File: config.mk
export PLATFORM = sky130hd
export DESIGN_NAME = ep_buf_seq
export DESIGN_NICKNAME = d
export VERILOG_FILES = /design/src/rtl/ebs_pkg.sv /design/src/rtl/ebs_cmd_decode.sv /design/src/rtl/ebs_ptr.sv /design/src/rtl/ebs_ram.sv /design/src/rtl/ebs_dma_ctl.sv /design/src/rtl/ep_buf_seq.sv
export SDC_FILE = /design/constraint.sdc
export NUM_CORES = 1
export LEC_CHECK = 0
export BUFFER_PORTS_ARGS = -buffer_cell sky130_fd_sc_hd__buf_2
export CAP_MARGIN = 40
export CORE_ASPECT_RATIO = 1.4
export CORE_UTILIZATION = 57
export CTS_CLUSTER_SIZE = 20
export DETAILED_ROUTE_END_ITERATION = 16
export PLACE_DENSITY = 0.83
export REMOVE_ABC_BUFFERS = 1
export SLEW_MARGIN = 5
export SYNTH_ARGS = -nofsm -noshare
export SYNTH_HDL_FRONTEND = slang
export SYNTH_SLANG_ARGS = --single-unit
File: constraint.sdc
create_clock -name clk -period 3.8 [get_ports clk]
set_input_delay 0.76 -clock clk [delete_from_list [all_inputs] [get_ports clk]]
set_output_delay 0.76 -clock clk [all_outputs]
set_load 0.02 [all_outputs]
File: src/rtl/ebs_pkg.sv
package ebs_pkg;

   typedef enum logic [2:0] {
      ST_IDLE  = 3'd0,
      ST_EP_RD = 3'd1,
      ST_EP_WR = 3'd2,
      ST_CR_WR = 3'd3,
      ST_CR_RD = 3'd4
   } ebs_state_t;

   typedef struct packed {
      logic ep_rd;
      logic ep_wr;
      logic cr_wr;
      logic cr_rd;
      logic soft_rst;
   } ebs_cmd_t;

   localparam logic [7:0] CODE_CR_WR = 8'hF2;
   localparam logic [7:0] CODE_CR_RD = 8'hF3;
   localparam logic [7:0] CODE_SRST  = 8'hF6;
   localparam logic [7:0] CODE_RD_LO = 8'h12;
   localparam logic [7:0] CODE_RD_HI = 8'h1F;
   localparam logic [7:0] CODE_RD_0  = 8'h10;
   localparam logic [7:0] CODE_WR_LO = 8'h01;
   localparam logic [7:0] CODE_WR_HI = 8'h0F;

endpackage

File: src/rtl/ebs_cmd_decode.sv
module ebs_cmd_decode
   import ebs_pkg::*;
#(
   parameter int CODE_W = 8
) (
   input  logic              cmd_valid,
   input  logic [CODE_W-1:0] cmd_code,
   output ebs_cmd_t          cmd
);

   if (CODE_W != 8) begin : g_bad_code_w
      $error("ebs_cmd_decode: CODE_W must be 8");
   end

   logic is_rd, is_wr;

   always_comb begin
      is_rd = (cmd_code == CODE_RD_0) ||
              ((cmd_code >= CODE_RD_LO) && (cmd_code <= CODE_RD_HI));
      is_wr = (cmd_code >= CODE_WR_LO) && (cmd_code <= CODE_WR_HI);
      cmd.ep_rd    = cmd_valid && is_rd;
      cmd.ep_wr    = cmd_valid && is_wr;
      cmd.cr_wr    = cmd_valid && (cmd_code == CODE_CR_WR);
      cmd.cr_rd    = cmd_valid && (cmd_code == CODE_CR_RD);
      cmd.soft_rst = cmd_valid && (cmd_code == CODE_SRST);
   end

endmodule

File: src/rtl/ebs_ptr.sv
module ebs_ptr #(
   parameter int BUF_BYTES = 64,
   parameter int STEP      = 2,
   localparam int WORDS    = BUF_BYTES / STEP,
   localparam int AW       = $clog2(WORDS),
   localparam int PTR_W    = AW + 2
) (
   input  logic          clk,
   input  logic          rst_n,
   input  logic          srst,
   input  logic          rewind,
   input  logic          to_second,
   input  logic          step,
   output logic [AW-1:0] word_idx,
   output logic          in_lim
);

   if (STEP != 2) begin : g_bad_step
      $error("ebs_ptr: byte step per word must be 2");
   end

   logic [PTR_W-1:0] ptr;

   always_ff @(posedge clk or negedge rst_n) begin
      if (!rst_n)
         ptr <= '0;
      else if (srst || rewind)
         ptr <= '0;
      else if (to_second)
         ptr <= PTR_W'(STEP);
      else if (step && in_lim)
         ptr <= ptr + PTR_W'(STEP);
   end

   assign in_lim   = (ptr < PTR_W'(BUF_BYTES));
   assign word_idx = ptr[AW:1];

   a_r1_rewind: assert property (@(posedge clk) disable iff (!rst_n)
      (rewind && !srst) |=> (ptr == '0));

   a_r2_step_two: assert property (@(posedge clk) disable iff (!rst_n)
      (step && in_lim && !srst && !rewind && !to_second)
         |=> (ptr == $past(ptr) + PTR_W'(STEP)));

   a_r3_ptr_bound: assert property (@(posedge clk) disable iff (!rst_n)
      ptr <= PTR_W'(BUF_BYTES));

   a_r5_skip_len: assert property (@(posedge clk) disable iff (!rst_n)
      (to_second && !srst && !rewind) |=> (word_idx == AW'(1)));

endmodule

File: src/rtl/ebs_ram.sv
module ebs_ram #(
   parameter int WORDS  = 32,
   parameter int DATA_W = 16,
   localparam int AW    = $clog2(WORDS)
) (
   input  logic              clk,
   input  logic              we,
   input  logic [AW-1:0]     addr,
   input  logic [DATA_W-1:0] wdata,
   output logic [DATA_W-1:0] rdata
);

   if (WORDS < 2 || WORDS > 4096) begin : g_bad_words
      $error("ebs_ram: WORDS out of range");
   end

   logic [DATA_W-1:0] mem [WORDS];

   always_ff @(posedge clk) begin
      if (we)
         mem[addr] <= wdata;
   end

   assign rdata = mem[addr];

endmodule

File: src/rtl/ebs_dma_ctl.sv
module ebs_dma_ctl #(
   parameter int CNT_W    = 16,
   parameter bit BULK_INT = 1'b1
) (
   input  logic             clk,
   input  logic             rst_n,
   input  logic             srst,
   input  logic             ep_cmd,
   input  logic             ep_mode,
   input  logic             wr_mode,
   input  logic             dma_enable,
   input  logic             load,
   input  logic [CNT_W-1:0] load_val,
   input  logic             xfer,
   input  logic             eot_hit,
   input  logic             wr_last,
   output logic             en_rise,
   output logic             live,
   output logic             active,
   output logic             cnt_last,
   output logic             buf_ready
);

   logic             en_q;
   logic [CNT_W-1:0] cnt;
   logic             extra_rel;

   always_ff @(posedge clk or negedge rst_n) begin
      if (!rst_n)
         en_q <= 1'b0;
      else if (srst)
         en_q <= 1'b0;
      else
         en_q <= dma_enable;
   end

   assign en_rise  = dma_enable && !en_q;
   assign live     = dma_enable && en_q;
   assign active   = live && ep_mode && (cnt != '0);
   assign cnt_last = (cnt == CNT_W'(1));

   always_ff @(posedge clk or negedge rst_n) begin
      if (!rst_n)
         cnt <= '0;
      else if (srst)
         cnt <= '0;
      else if (load)
         cnt <= load_val;
      else if (eot_hit)
         cnt <= '0;
      else if (xfer)
         cnt <= cnt - CNT_W'(1);
   end

   if (BULK_INT) begin : g_bulk_rel
      assign extra_rel = 1'b0;
   end else begin : g_iso_rel
      assign extra_rel = xfer && wr_mode && cnt_last;
   end

   always_ff @(posedge clk or negedge rst_n) begin
      if (!rst_n)
         buf_ready <= 1'b0;
      else if (srst || ep_cmd)
         buf_ready <= 1'b0;
      else if (wr_last || (eot_hit && wr_mode) || extra_rel)
         buf_ready <= 1'b1;
   end

   a_r9_reload: assert property (@(posedge clk) disable iff (!rst_n)
      (load && !srst) |=> (cnt == $past(load_val)));

   a_r9_zero_idle: assert property (@(posedge clk) disable iff (!rst_n)
      (cnt == '0) |-> !active);

   a_r9_count_down: assert property (@(posedge clk) disable iff (!rst_n)
      (xfer && !srst && !load && !eot_hit) |=> (cnt == $past(cnt) - CNT_W'(1)));

   a_r7_eot_release: assert property (@(posedge clk) disable iff (!rst_n)
      (eot_hit && wr_mode && !srst && !ep_cmd) |=> (buf_ready && !active));

   a_r10_soft_reset: assert property (@(posedge clk) disable iff (!rst_n)
      srst |=> (!buf_ready && cnt == '0));

   a_r6_clear_on_cmd: assert property (@(posedge clk) disable iff (!rst_n)
      ep_cmd |=> !buf_ready);

endmodule

File: src/rtl/ep_buf_seq.sv
module ep_buf_seq
   import ebs_pkg::*;
#(
   parameter int DATA_W    = 16,
   parameter int CODE_W    = 8,
   parameter int BUF_BYTES = 64,
   parameter bit BULK_INT  = 1'b1
) (
   input  logic              clk,
   input  logic              rst_n,
   input  logic              cmd_valid,
   input  logic [CODE_W-1:0] cmd_code,
   input  logic              cpu_wr,
   input  logic              cpu_rd,
   input  logic [DATA_W-1:0] cpu_wdata,
   output logic [DATA_W-1:0] cpu_rdata,
   input  logic              dma_enable,
   input  logic              dma_req,
   input  logic              dma_eot,
   input  logic [DATA_W-1:0] dma_wdata,
   output logic [DATA_W-1:0] dma_rdata,
   output logic              dma_eop,
   output logic              dma_active,
   output logic              buf_ready
);

   localparam int STEP  = DATA_W / 8;
   localparam int WORDS = BUF_BYTES / STEP;
   localparam int AW    = $clog2(WORDS);

   if (DATA_W != 16) begin : g_bad_data_w
      $error("ep_buf_seq: DATA_W must be 16");
   end
   if (BUF_BYTES < 4 || (BUF_BYTES & (BUF_BYTES - 1)) != 0) begin : g_bad_buf
      $error("ep_buf_seq: BUF_BYTES must be a power of two of at least 4");
   end

   ebs_cmd_t          cmd;
   ebs_state_t        state, state_nx;
   logic              cr_done;
   logic [DATA_W-1:0] dmacr;
   logic              srst, ep_cmd;
   logic              rd_mode, wr_mode, ep_mode;
   logic              en_rise, live, act, cnt_last;
   logic              in_lim;
   logic [AW-1:0]     word_idx;
   logic [DATA_W-1:0] rd_word, ram_wdata;
   logic              load, cpu_busy, cpu_rd_ok, cpu_wr_ok;
   logic              cr_wr_ok, cr_rd_ok, eot_hit, dma_xfer;
   logic              step, we, wr_last, at_last;

   ebs_cmd_decode #(.CODE_W(CODE_W)) u_dec (
      .cmd_valid (cmd_valid),
      .cmd_code  (cmd_code),
      .cmd       (cmd)
   );

   assign srst    = cmd.soft_rst;
   assign ep_cmd  = cmd.ep_rd | cmd.ep_wr;
   assign rd_mode = (state == ST_EP_RD);
   assign wr_mode = (state == ST_EP_WR);
   assign ep_mode = rd_mode | wr_mode;

   always_comb begin
      if (cmd.ep_rd)      state_nx = ST_EP_RD;
      else if (cmd.ep_wr) state_nx = ST_EP_WR;
      else if (cmd.cr_wr) state_nx = ST_CR_WR;
      else if (cmd.cr_rd) state_nx = ST_CR_RD;
      else                state_nx = ST_IDLE;
   end

   assign cr_wr_ok = !cmd_valid && cpu_wr && (state == ST_CR_WR) && !cr_done;
   assign cr_rd_ok = !cmd_valid && cpu_rd && (state == ST_CR_RD) && !cr_done;

   always_ff @(posedge clk or negedge rst_n) begin
      if (!rst_n) begin
         state   <= ST_IDLE;
         cr_done <= 1'b0;
         dmacr   <= '0;
      end else if (srst) begin
         state   <= ST_IDLE;
         cr_done <= 1'b0;
         dmacr   <= '0;
      end else if (cmd_valid) begin
         state   <= state_nx;
         cr_done <= 1'b0;
      end else if (cr_wr_ok) begin
         dmacr   <= cpu_wdata;
         cr_done <= 1'b1;
      end else if (cr_rd_ok) begin
         cr_done <= 1'b1;
      end
   end

   assign cpu_busy  = cpu_rd | cpu_wr;
   assign load      = en_rise && !cmd_valid;
   assign cpu_rd_ok = !cmd_valid && !en_rise && cpu_rd && rd_mode && in_lim;
   assign cpu_wr_ok = !cmd_valid && !en_rise && cpu_wr && wr_mode && in_lim;
   assign eot_hit   = !cmd_valid && dma_eot && live && ep_mode;
   assign dma_xfer  = !cmd_valid && !cpu_busy && !dma_eot && dma_req && act && in_lim;
   assign step      = cpu_rd_ok | cpu_wr_ok | dma_xfer;
   assign we        = cpu_wr_ok | (dma_xfer & wr_mode);
   assign ram_wdata = cpu_wr_ok ? cpu_wdata : dma_wdata;
   assign at_last   = (word_idx == AW'(WORDS - 1));
   assign wr_last   = we && at_last;

   ebs_ptr #(.BUF_BYTES(BUF_BYTES), .STEP(STEP)) u_ptr (
      .clk       (clk),
      .rst_n     (rst_n),
      .srst      (srst),
      .rewind    (ep_cmd),
      .to_second (load),
      .step      (step),
      .word_idx  (word_idx),
      .in_lim    (in_lim)
   );

   ebs_ram #(.WORDS(WORDS), .DATA_W(DATA_W)) u_ram (
      .clk   (clk),
      .we    (we),
      .addr  (word_idx),
      .wdata (ram_wdata),
      .rdata (rd_word)
   );

   ebs_dma_ctl #(.CNT_W(DATA_W), .BULK_INT(BULK_INT)) u_dma (
      .clk        (clk),
      .rst_n      (rst_n),
      .srst       (srst),
      .ep_cmd     (ep_cmd),
      .ep_mode    (ep_mode),
      .wr_mode    (wr_mode),
      .dma_enable (dma_enable),
      .load       (load),
      .load_val   (dmacr),
      .xfer       (dma_xfer),
      .eot_hit    (eot_hit),
      .wr_last    (wr_last),
      .en_rise    (en_rise),
      .live       (live),
      .active     (act),
      .cnt_last   (cnt_last),
      .buf_ready  (buf_ready)
   );

   always_comb begin
      if (rd_mode && in_lim)
         cpu_rdata = rd_word;
      else if (state == ST_CR_RD && !cr_done)
         cpu_rdata = dmacr;
      else
         cpu_rdata = '0;
   end

   assign dma_rdata  = (act && rd_mode && in_lim) ? rd_word : '0;
   assign dma_eop    = act && rd_mode && in_lim && (at_last || cnt_last);
   assign dma_active = act;

   a_r4_single_write: assert property (@(posedge clk) disable iff (!rst_n)
      (state == ST_CR_WR && cr_done && !cmd_valid) |=> $stable(dmacr));

   a_r3_rd_past_limit: assert property (@(posedge clk) disable iff (!rst_n)
      (rd_mode && !in_lim) |-> (cpu_rdata == '0 && dma_rdata == '0));

   a_r6_full_release: assert property (@(posedge clk) disable iff (!rst_n)
      (cpu_wr_ok && at_last) |=> buf_ready);

   a_r8_eop_only_read: assert property (@(posedge clk) disable iff (!rst_n)
      dma_eop |-> (rd_mode && dma_active));

endmodule

# Word-level counts from Yosys, hierarchy flattened

Memories as Yosys holds them, arrays and structs flattened.
Cells that the tools add are included.

Output and inout bits: 35
Input bits: 48
Logic and storage cells: 121
Memories: 1
Bits in writable memories: 512
Register bits after elaboration: 45

Memories:

| memory    | depth | width | rd ports | clocked after Yosys merged registers in | wr ports | line          | text |
|---|---|---|---|---|---|---|---|
| u_ram.mem | 32    | 16    | 1        | 0                                       | 1        | ebs_ram.sv:17 | `logic [DATA_W-1:0] mem [WORDS];` |

Equal/unequal tests: 11
Reductions and logical operators: 59
Bitwise logic cells: 7
$add $sub $neg: 2
$lt $le $gt $ge: 5
Multiplexer cells: 29

Operator list:

| kind                  | number |
|---|---|
| $mux 16               | 11 |
| $logic_and 1x1->1     | 41 |
| $eq 8x8->1 const B    | 3 |
| $mux 7                | 3 |
| $mux 3                | 6 |
| $eq 16x1->1 const B   | 1 |
| $reduce_bool 16->1    | 1 |
| $sub 16x1->16 const B | 1 |
| $mux 1                | 9 |
| $eq 8x5->1 const B    | 1 |
| $ge 8x1->1 const B    | 1 |
| $ge 8x5->1 const B    | 1 |
| $le 8x4->1 const B    | 1 |
| $le 8x5->1 const B    | 1 |
| $reduce_bool 4->1     | 2 |
| $add 7x2->7 const B   | 1 |
| $lt 7x7->1 const B    | 1 |
| $eq 3x2->1 const B    | 2 |
| $logic_not 1->1       | 6 |
| $or 1x1->1            | 6 |
| $reduce_bool 2->1     | 3 |
| $eq 5x5->1 const B    | 1 |
| $logic_or 1x1->1      | 4 |
| $eq 3x1->1 const B    | 1 |
| other kinds (5)       | 5 |

# Depth between registers and ports, before layout

Gate-level depths: netlist (run 1).

Depth in word-level cells: 13
Mapped depth: 8
Depth with buffers taken out: 7

# Modules after synthesis

A second synthesis (run 1) with hierarchy kept.

Cell total of the unflattened synthesis: 1,414
Area total of the unflattened synthesis: 22,982.0 µm²

By module, submodules not included:

| module         | instances | cells an instance | seq. area each (µm²) | area an instance (µm²) |
|---|---|---|---|---|
| ebs_ram        | 1         | 1,070             | 15,374.7             | 19,728.9 |
| ep_buf_seq     | 1         | 171               | 500.5                | 1,680.4 |
| ebs_dma_ctl    | 1         | 126               | 450.4                | 1,168.6 |
| ebs_ptr        | 1         | 35                | 150.1                | 327.8 |
| ebs_cmd_decode | 1         | 12                | 0.0                  | 76.3 |

# Worst setup path before layout (run 1)

No wires, ideal clock.

Path kind: in2reg
Start point: input port cmd_valid
End point: memory u_ram.mem[13][0], enable pin
Required time: 3.412 ns
Path buffers: 1
Setup slack: 0.795 ns
Cell stages on the path: 6
Library setup time: 0.388 ns
Arrival: 2.617 ns
Cells stage by stage: buf_4 and4bb_2 nand2_1 nor4_4 o21ai_2 nor2_1

Longest elaborated chain between the ends: 10
Elaborated cells between the ends (all ways): 14
Classes of those cells: 2 x mux; 2 x bitwise; 10 x reduce/logical

RTL lines:

| element                          | line                                | text |
|---|---|---|
| start: declaration               | ep_buf_seq.sv:11                    | `input logic cmd_valid,` |
| $logic_not 1->1 (*)              | ep_buf_seq.sv:98, ep_buf_seq.sv:100 |  |
| $logic_and 1x1->1 (5 in series)  | ep_buf_seq.sv:100                   | `assign dma_xfer = !cmd_valid && !cpu_busy && !dma_eot && dma_req && act && in_lim;` |
| $and 1x1->1                      | ep_buf_seq.sv:102                   | `assign we = cpu_wr_ok \| (dma_xfer & wr_mode);` |
| $or 1x1->1 (*)                   | ep_buf_seq.sv:102                   |  |
| $mux 1 (*)                       | ebs_ram.sv:20                       | `if (we)` |
| $mux 1 (not written as such) (*) | ebs_ram.sv:21                       | `mem[addr] <= wdata;` |
| end: declaration                 | ebs_ram.sv:17                       |  |

Mark *: on every way between the ends. The rest lies on a longest branch, timed or not.

# Worst setup path in the final report (run 1)

Start point: register u_ptr.ptr[1]
End point: output port cpu_rdata[0]

Longest elaborated chain between the ends: 3
Elaborated cells between the ends (all ways): 4
Classes of those cells: 1 x order compare; 1 x mux; 1 x reduce/logical; 1 x memory

RTL lines:

| element                  | line              | text |
|---|---|---|
| start: declaration       | ebs_ptr.sv:22     | `logic [PTR_W-1:0] ptr;` |
| start signal: assignment | ebs_ptr.sv:30     | `ptr <= PTR_W'(STEP);` |
| start signal: assignment | ebs_ptr.sv:32     | `ptr <= ptr + PTR_W'(STEP);` |
| $lt 7x7->1               | ebs_ptr.sv:35     | `assign in_lim = (ptr < PTR_W'(BUF_BYTES));` |
| $logic_and 1x1->1        | ep_buf_seq.sv:147 | `if (rd_mode && in_lim)` |
| $mux 16 (*)              | ep_buf_seq.sv:147 |  |
| end: declaration         | ep_buf_seq.sv:16  | `output logic [DATA_W-1:0] cpu_rdata,` |

Marks and branches as above.

==> results.md, run 1 <==
* Status: finished, violations left
* Failing checks: negative setup slack
* Clock latency on the worst-skew pair at between 0.5 and 0.6 ns
* Fill cells at between 2000 and 2500
* Port bufs at 82
* Via Count at between 10000 and 15000
* Clock sink count at ~560
* Post-route minimum period at 3.83 ns
* Post-synth top area share at about two thirds
* Antenna cells at 0
* Tightest Hold Check Type: input pin to asynchronous set/reset pin
* Residual DRC at 0
* Gpl congestion at ~0.9
* Initial antenna violation count at 0
* Worst setup SP type: register
* Post-route cell area at 26500 µm²
* Commonest cells after routing, fill and taps aside: 512 x edfxtp_1, 263 x mux2i_1, 124 x o22ai_1, 98 x buf_4, 82 x buf_2
* Synthesized area at 23000 µm²
* Cells on worst reg2reg path at 8
* Pin count of the biggest net entering global routing at 44
* Synth area leaders: edfxtp_1 67%, mux2i_1 12%, dfrtp_1 4.8%
* DIE WIDTH at approximately 170 µm
* DRT Wirelength at around 60000 µm
* Routed Antenna Nets at 0
* Main combinational cell family by area after synthesis: multiplexers
* Tot GR Track Use at 29.4%
* Synth Flop Type: edfxtp_1
* First-pass GRT wire length at roughly 87000 µm
* First-iteration detailed-routing DRC count at between 1500 and 2000
* Post-route insts no fill at roughly 2100
* Clk root buf: clkbuf_16
* Sequential element share of the synthesized area at a little under three quarters
* Multi-input logic area at between 6000 and 7000 µm²
* Worst-margin pin slew at just over 0.8 ns
* Row Count at between 80 and 90
* Die area at 41100 µm²
* Area fraction in compound gates after synthesis at 6.61%
* Fin nets at roughly 1600
* Detailed-route wire length per cell at ~28 µm
* Setup TNS Final at -0.0432 ns
* Layout Skew at roughly 0.014 ns
* Power per cell area at 495 nW/µm²
* Fraction of layout cells with a size suffix above 1 at a little over a fifth
* Simple-gate share of the synthesized area at 6.03%
* CTS tree: yes
* Hold_ws at approximately 0.14 ns
* Post-Synthesis Cells at around 1400
* CTS max path bufs at 3
* I/O pin count at just over 80
* Normalized max-slew margin at a little under half
* Max VDD drop at 0.000363 V
* Initial Util at between 50% and 60%
* Placed cell areas at about 24000 µm²
* FF/Latch Area at roughly 16000 µm²
* Vias per cell at 6.62
* Detailed placer's ending HPWL at about 37000 µm
* Final setup violation count at 2
* Placed Cells at roughly 2000
* Synth Area in XOR/XNOR at less than 1%
* Clk slew on worst S/H paths at approximately 0.07 ns
* Worst EP arrival at 3.07 ns
* Async SR Flop Fraction at under 10%
* Adder-cell area share of the yosys netlist at 0.436%
* CP endpoint kind: primary output
* R2R Path Start: u_dma.cnt[0]$_DFFE_PN0P_
* PnR worst setup slack at -0.0305 ns
* Most common cell after layout, fill and taps aside: edfxtp_1
* DRT Pass-1 Iters at 6
* Tcrit/Tclk final at 101%
* Number of global-route vias before repair at about 14000
* Layout area overhead at 15.3%
* Die Y at between 200 and 250 µm
* Post-synth EDFFs at about 510
* H-tree levels at 2
* Crit path kind: register to primary output
* Unrepaired setup endpoints after global routing: yes
* Leakage power at 0.00995 µW
* Synth cell types at 74
* Max-cap viol count at 0
* Crit-path max FO at 14
* Fin. Hold Viols at 0
* Worst setup path startpoint: u_ptr.ptr[1]$_DFFE_PN0P_
* CTS buffer count at 48
* Multiplexer area fraction after synthesis at approximately an eighth
* Post-Route Utilization at around 67%
* Fmax at 0.261 GHz
* Core area at ~40000 µm²
* Synthesized area per cell at roughly 16 µm²
* Yosys Warn Count at 0
* Synth Register Bits at roughly 560
* Worst Path Required at 3.04 ns
* Yosys top cell by area: edfxtp_1
* Slew Limit Fails at 0
* GRT overflow at 0
## stage by stage
step                worst slack (ns)  total power [µW]
floorplan                      -6.42              8390
global placement               0.213              8230
detailed placement             0.168              8270
CTS                         -0.00804             13000
global route                 -0.0550             13400
finish                       -0.0305             13100
## registers in the layout (all words and copies together) (netlist names)
name / flops
u_ram.mem: 512
dmacr: 16
u_dma.cnt: 16
u_ptr.ptr: 6
state: 3
cr_done: 1
u_dma.buf_ready: 1
u_dma.en_q: 1
## cells in the mapped netlist (all sizes together) (3+ instances only)
cell type / number
or4b: 5
dfrtp: 44
nand3b: 6
a31oi: 4
inv: 13
nand4bb: 6
o311ai: 4
nand2: 36
and2: 3
a22o: 19
edfxtp: 512
or4: 8
nor4: 39
clkbuf: 15
nand4: 7
nand3: 11
mux2i: 269
or3b: 3
nand4b: 4
xor2: 3
o22ai: 127
mux2: 17
nand2b: 5
ha: 8
nor2b: 9
o21ai: 13
or2: 4
o31ai: 5
a22oi: 5
nor3: 19
a21oi: 25
nor2: 61
buf: 69
## what timing repair did
| item | in CTS | in global routing |
|---|---|---|
| gates cloned | 1 | 0 |
| hold buffers | 0 | 0 |
| pin swaps | 1 | 4 |
| setup buffers | 7 | 7 |
| gates resized for setup | 28 | 26 |
| endpoints found under the setup margin | 32 | 23 |
## cell families after synthesis
logic type / after synthesis
flops: 556
mux: 288
simple gates: 237
compound gates: 223
buf+inv: 97
fa+ha+maj: 8
xor+xnor: 5
## worst paths after layout
kind	slack [ns]	to
setup / recovery	-0.03	cpu_rdata[0]
hold / removal	0.14	dmacr[10]$_DFFE_PN0P_
setup reg to reg	0.82	u_ram.mem[12][13]$_DFFE_PP_
hold reg to reg	0.55	u_dma.cnt[0]$_DFFE_PN0P_
max in group asynchronous	3.13	dmacr[14]$_DFFE_PN0P_
min in group clk	0.45	dmacr[9]$_DFFE_PN0P_
## worst max-delay path, stage by stage, from the launching register on
cell	delay (ns)
dfrtp_4	0.50
buf_12	0.17
buf_6	0.23
mux2i_2	0.47
o22ai_1	0.17
nor3_1	0.32
nand3_1	0.22
a22o_1	0.25
buf_2	0.15
## power by group
| group | leakage (µW) | internal [µW] | switching [µW] |
|---|---|---|---|
| Combinational | 0.00401 | 661 | 850 |
| Sequential | 0.00519 | 6720 | 51.8 |
| Clock | 0.000752 | 2690 | 2130 |
## area by class of cell
class                      instances  share of cell area [%]
multi-input combinational        761                    23.5
tap                              528                    2.49
sequential                       556                    62.3
clock buffer                      57                    4.86
clock inverter                    29                   0.945
inverter                          13                   0.184
timing repair buffer             199                    5.71
## per-layer routing
metal | vias to the layer above | routed length, µm | part of all wire [%] | GRT usage, %
li1 | 5986 | - | - | -
met1 | 7093 | 21100 | 35 | 34.7
met2 | 877 | 30000 | 50 | 49.9
met3 | 222 | 5140 | 8.6 | 5.32
met4 | 0 | 3710 | 6.2 | 17.9
met5 | - | 0 | 0 | 0
No activity file was read; power rests on OpenSTA's default activity.
==> run 2: changes to the inputs <==
Settings changed: RECOVER_POWER set to 50.
==> run 2 against run 1 <==
Against the previous run: the run ends with max-capacitance violations, max-slew violations, negative setup slack left; critical path type unchanged; sequential power about the same; global-route usage unchanged; critical endpoint is now cpu_rdata[11]; register-to-register slack lost 0.55 ns.
==> results.md, run 2 (synthesized netlist as in run 1, its figures left out) <==
* Initial antenna violation count at 0
* Crit-path max FO at 19
* Routed Antenna Nets at 0
* GRT overflow at 0
* Die Y at ~240 µm
* Max VDD drop at 0.000361 V
* Core area at 39500 µm²
* Pin count of the biggest net entering global routing at 44
* Critical path capture point: cpu_rdata[11]
* Post-route minimum period at roughly 3.8 ns
* Fraction of layout cells with a size suffix above 1 at 20.1%
* Normalized max-slew margin at -34.5%
* Status: finished, violations left
* Fmax at approximately 0.26 GHz
* Largest registers: u_ram.mem: 512 flops, dmacr: 16 flops, u_dma.cnt: 16 flops
* Layout area overhead at 15.0%
* Flip-flop count of the largest register after layout at 512
* First-iteration detailed-routing DRC count at ~1900
* Antenna cells at 0
* Worst Path Required at about 3.0 ns
* Worst setup SP type: register
* Row Count at between 80 and 90
* H-tree levels at 2
* Placed Cells at 2042
* Max-cap viol count at 2
* Layout Skew at 0.0160 ns
* Largest register by flop count: u_ram.mem
* Gpl congestion at 0.900
* First-pass GRT wire length at 86700 µm
* Detailed placer's ending HPWL at around 37000 µm
* Unrepaired setup endpoints after global routing: yes
* Tot GR Track Use at between 20% and 30%
* CTS buffer count at 48
* Power per cell area at a little under 500 nW/µm²
* Detailed-route wire length per cell at about 28 µm
* R2R Path End: u_ram.mem[9][2]$_DFFE_PP_
* Tightest Hold Check Type: input pin to asynchronous set/reset pin
* Number of global-route vias before repair at 14180
* Clock sink count at 556
* Residual DRC at 0
* Worst EP arrival at 3.05 ns
* Vias per cell at around 6.6
* Crit path kind: register to primary output
* Cells on worst reg2reg path at 5
* Via Count at 14160
* Slew Limit Fails at between 40 and 50
* Clk root buf: clkbuf_16
* Hold_ws at 0.359 ns
* Worst setup path startpoint: u_ptr.ptr[5]$_DFFE_PN0P_
* Fin. Hold Viols at 0
* Most common cell after layout, fill and taps aside: edfxtp_1
* Port bufs at slightly above 80
* R2R Path Start: state[0]$_DFFE_PN0N_
* CTS max path bufs at 3
* CTS tree: yes
* Post-route insts no fill at 2143
* Slack of the worst reg-to-reg path at 0.27 ns
* DRT Wirelength at between 60000 and 70000 µm
* Worst-margin pin slew at about 2 ns
* Failing checks: max-capacitance violations, max-slew violations, negative setup slack
* PnR worst setup slack at -0.0100 ns
* I/O pin count at a little over 80
* Tcrit/Tclk final at 100%
* CTS Hold Bufs at 0
* Clk slew on worst S/H paths at ~0.070 ns
* Clock latency on the worst-skew pair at 0.58 ns
* Leakage power at around 0.01 µW
* Die area at 41100 µm²
* Initial Util at 58.1%
* Commonest cells after routing, fill and taps aside: 512 x edfxtp_1, 263 x mux2i_1, 124 x o22ai_1, 96 x buf_4, 79 x buf_2
* Fin nets at around 1600
* CP endpoint kind: primary output
* Final setup violation count at 1
* DIE WIDTH at 172 µm
* DRT Pass-1 Iters at 6
## run 2: worst min path at each step
stage | cells after the start | slack [ns] | endpoint
3_3_place_gp | 2 | 0.52 | u_dma.cnt[0]$_DFFE_PN0P_
2_1_floorplan | 0 | 0.46 | cr_done$_DFFE_PN0P_
3_5_place_dp | 2 | 0.53 | u_dma.cnt[0]$_DFFE_PN0P_
5_1_grt | 1 | 0.42 | dmacr[10]$_DFFE_PN0P_
4_1_cts | 1 | 0.14 | dmacr[10]$_DFFE_PN0P_
6_report | 1 | 0.36 | state[0]$_DFFE_PN0N_
## run 2: stage by stage
step           setup slack, ns  utilization [%]  power [µW]  instance area, µm²  TNS (ns)
6_report               -0.0100             66.8       13100               26400   -0.0100
5_1_grt                -0.0550             66.8       13400               26400    -0.175
4_1_cts               -0.00804             66.5       13000               26300  -0.00804
3_5_place_dp             0.168             62.0        8270               24500         0
3_3_place_gp             0.213             62.0        8230               24500         0
2_1_floorplan            -6.42                -        8390               22500  -3460.23
## run 2: cell type report
type,count,area (µm²)
clock inverters,29,250
multi-input cells,761,6170
repair buffers,199,1490
flip-flops and latches,556,16500
fillers,2511,13100
inverters,13,48.8
clock buffers,57,1290
well taps,528,661
## run 2: metal layers
layer | GRT usage (%) | up-vias | share of wire, %
li1 | - | 5974 | -
met1 | 34.7 | 7058 | 35
met2 | 49.9 | 918 | 50
met3 | 5.32 | 210 | 9.0
met4 | 17.9 | 0 | 6.0
met5 | 0 | - | 0
## run 2: worst max-delay path, cell delays in order, from the launching register on
cell	delay (ns)
dfrtp_2	0.48
buf_4	0.23
nand4_1	0.25
buf_6	0.23
o22ai_1	0.11
nor4_1	0.42
buf_4	0.22
nand2_1	0.14
a22o_1	0.24
buf_2	0.15
## run 2: timing repair
action,4_1_cts,5_1_grt
gates resized for setup,28,26
setup buffers,7,7
gates cloned,1,0
pin swaps,1,4
endpoints found under the setup margin,32,23
## run 2: report_power, final
part	switching (µW)	internal [µW]
clock	2120	2690
sequential	52.1	6720
combinational	847	654
total	3020	10100
==> run 3: changes to the inputs <==
Settings changed: CELL_PAD_IN_SITES_DETAIL_PLACEMENT set to 1, CELL_PAD_IN_SITES_GLOBAL_PLACEMENT set to 2, CORE_UTILIZATION 57 to 46, PLACE_DENSITY 0.83 to 0.88.
==> run 3 against run 2 <==
Against the previous run: the run ends with max-capacitance violations, max-slew violations left; global-route usage fell by 2.3 points; fmax rose by 0.79%; core utilization fell by 12 points; wire length rose by 15%; non-clock buffer count fell by 3; first-iteration DRC count fell by 38%; sequential cell count did not move; critical path depth fell by 1; via count fell by 0.25%; cell count rose by 5.3%; highest routed layer unchanged.
==> results.md, run 3 (synthesized netlist as in run 1, its figures left out) <==
* Status: finished, violations left
* Failing checks: max-capacitance violations, max-slew violations
* Core area at about 49000 µm²
* Leakage power at 0.0100 µW
* Pin count of the biggest net entering global routing at 33
* Layout area overhead at 16.5%
* Fraction of layout cells with a size suffix above 1 at a little over a fifth
* Fin nets at 1635
* CTS max path bufs at 3
* Routed Antenna Nets at 0
* Max-cap viol count at 1
* GRT overflow at 0
* Crit-path max FO at 22
* Cells on worst reg2reg path at 5
* Tot GR Track Use at a little over a quarter
* DRT Wirelength at around 70000 µm
* Unrepaired setup endpoints after global routing: yes
* First-pass GRT wire length at 99200 µm
* Clk root buf: clkbuf_16
* Fill cells at between 4000 and 5000
* Layout Skew at ~0.031 ns
* Flip-flop count of the largest register after layout at approximately 510
* First-iteration detailed-routing DRC count at around 1100
* Initial antenna violation count at 0
* Detailed placer's ending HPWL at roughly 43000 µm
* Port bufs at 82
* CTS Hold Bufs at 0
* Antenna cells at 0
* Row Count at 96
* Residual DRC at 0
* Max VDD drop at roughly 0.00032 V
* Number of global-route vias before repair at approximately 15000
* Crit path kind: register to primary output
* Post-route minimum period at between 3 and 4 ns
* I/O pin count at 83
* Clock sink count at 556
* Via Count at 14124
* Most common cell after layout, fill and taps aside: edfxtp_1
* DIE WIDTH at between 150 and 200 µm
* R2R Path End: u_ram.mem[7][10]$_DFFE_PP_
* Normalized max-slew margin at -16.7%
* R2R Path Start: state[0]$_DFFE_PN0N_
* Clk slew on worst S/H paths at ~0.070 ns
* Largest register by flop count: u_ram.mem
* Tcrit/Tclk final at between 90% and 100%
* Detailed-route wire length per cell at about 31 µm
* Die area at 50800 µm²
* Fmax at about 0.26 GHz
* H-tree levels at 2
* Hold_ws at ~0.28 ns
* Final setup violation count at 0
* Power per cell area at slightly above 500 nW/µm²
* Largest registers: u_ram.mem: 512 flops, dmacr: 16 flops, u_dma.cnt: 16 flops
* Gpl congestion at between 0.8 and 0.9
* Switching share of power at a little under a quarter
* Internal power at ~10000 µW
* Setup TNS Final at 0 ns
* CP endpoint kind: primary output
* Worst-margin pin slew at roughly 1.8 ns
* Reg power frac at about 50%
* Slew Limit Fails at 32
* DRT Pass-1 Iters at 5
* Worst setup SP type: register
* Clock power share at 38.4%
* Clock latency on the worst-skew pair at roughly 0.60 ns
* Net Sw Power at 3230 µW
* CTS tree: yes
* CTS buffer count at 51
* Worst EP arrival at a little over 3 ns
* Tightest Hold Check Type: input pin to asynchronous set/reset pin
* Die Y at 266 µm
* Vias per cell at 6.26
* Worst Path Required at between 3 and 4 ns
* Comb pwr share at around an eighth
* Fin. Hold Viols at 0
* Initial Util at 46.7%
* Slack of the worst reg-to-reg path at about 0.5 ns
* Commonest cells after routing, fill and taps aside: 512 x edfxtp_1, 264 x mux2i_1, 124 x o22ai_1, 91 x buf_4, 79 x buf_2
[run 3: final cells by class]
class / count / area, µm² / share of cell area (%)
timing repair buffer: 196 / 1470 / 5.50
inverter: 13 / 48.8 / 0.182
clock inverter: 39 / 399 / 1.49
tap: 637 / 797 / 2.98
sequential: 556 / 16500 / 61.6
clock buffer: 54 / 1290 / 4.81
multi-input combinational: 761 / 6260 / 23.4
[run 3: how the worst max path moves through the flow]
stage                                   from            end  slack, ns
CTS                 u_ptr.ptr[1]$_DFFE_PN0P_  cpu_rdata[10]      0.002
global placement    u_ptr.ptr[1]$_DFFE_PN0P_   cpu_rdata[5]       0.32
global route        u_ptr.ptr[1]$_DFFE_PN0P_   cpu_rdata[4]      -0.07
finish              u_ptr.ptr[1]$_DFFE_PN0P_   cpu_rdata[2]       0.02
floorplan           u_ptr.ptr[1]$_DFFE_PN0P_        dma_eop      -6.42
detailed placement  u_ptr.ptr[1]$_DFFE_PN0P_   cpu_rdata[5]       0.16
[run 3: stage by stage]
stage	setup WS (ns)	cell area, µm²	util [%]	std cells	total power [µW]
floorplan	-6.42	22500	-	1330	8390
global placement	0.320	24600	50.0	2145	8260
detailed placement	0.158	24600	50.1	2146	8310
CTS	0.00176	26600	54.1	2248	13600
global route	-0.0652	26700	54.4	2256	13900
finish	0.0198	26700	54.4	2256	13600
[run 3: what timing repair did]
| item | CTS | global route |
|---|---|---|
| endpoints found under the setup margin | 32 | 32 |
| buffers inserted | 7 | 6 |
| gates cloned | 2 | 2 |
| endpoints found under the hold margin | 0 | 0 |
| pin swaps | 2 | 9 |
| gates resized for setup | 38 | 26 |
[run 3: per-layer routing]
layer / GRT usage (%) / routed length [µm]
met1: 31.2 / 24900
met2: 49.4 / 36500
met3: 3.23 / 3730
met4: 13.3 / 3780
met5: 0 / 0
[run 3: worst max-delay path: stages, from the launching register on]
cell and delay, ns:
dfrtp_4 0.44, buf_6 0.17, buf_6 0.30, mux2i_1 0.29, o22ai_1 0.13, nor3_2 0.35, nand3_1 0.30, a22o_1 0.28
buf_2 0.16
[run 3: power groups by stage]
| stage | sequential [µW] | combinational [µW] | clock [µW] |
|---|---|---|---|
| floorplan | 7110 | 1270 | 0 |
| detailed placement | 6920 | 1390 | 0 |
| global placement | 6910 | 1340 | 0 |
| finish | 6770 | 1610 | 5220 |
| CTS | 6760 | 1550 | 5280 |
| global route | 6770 | 1700 | 5460 |
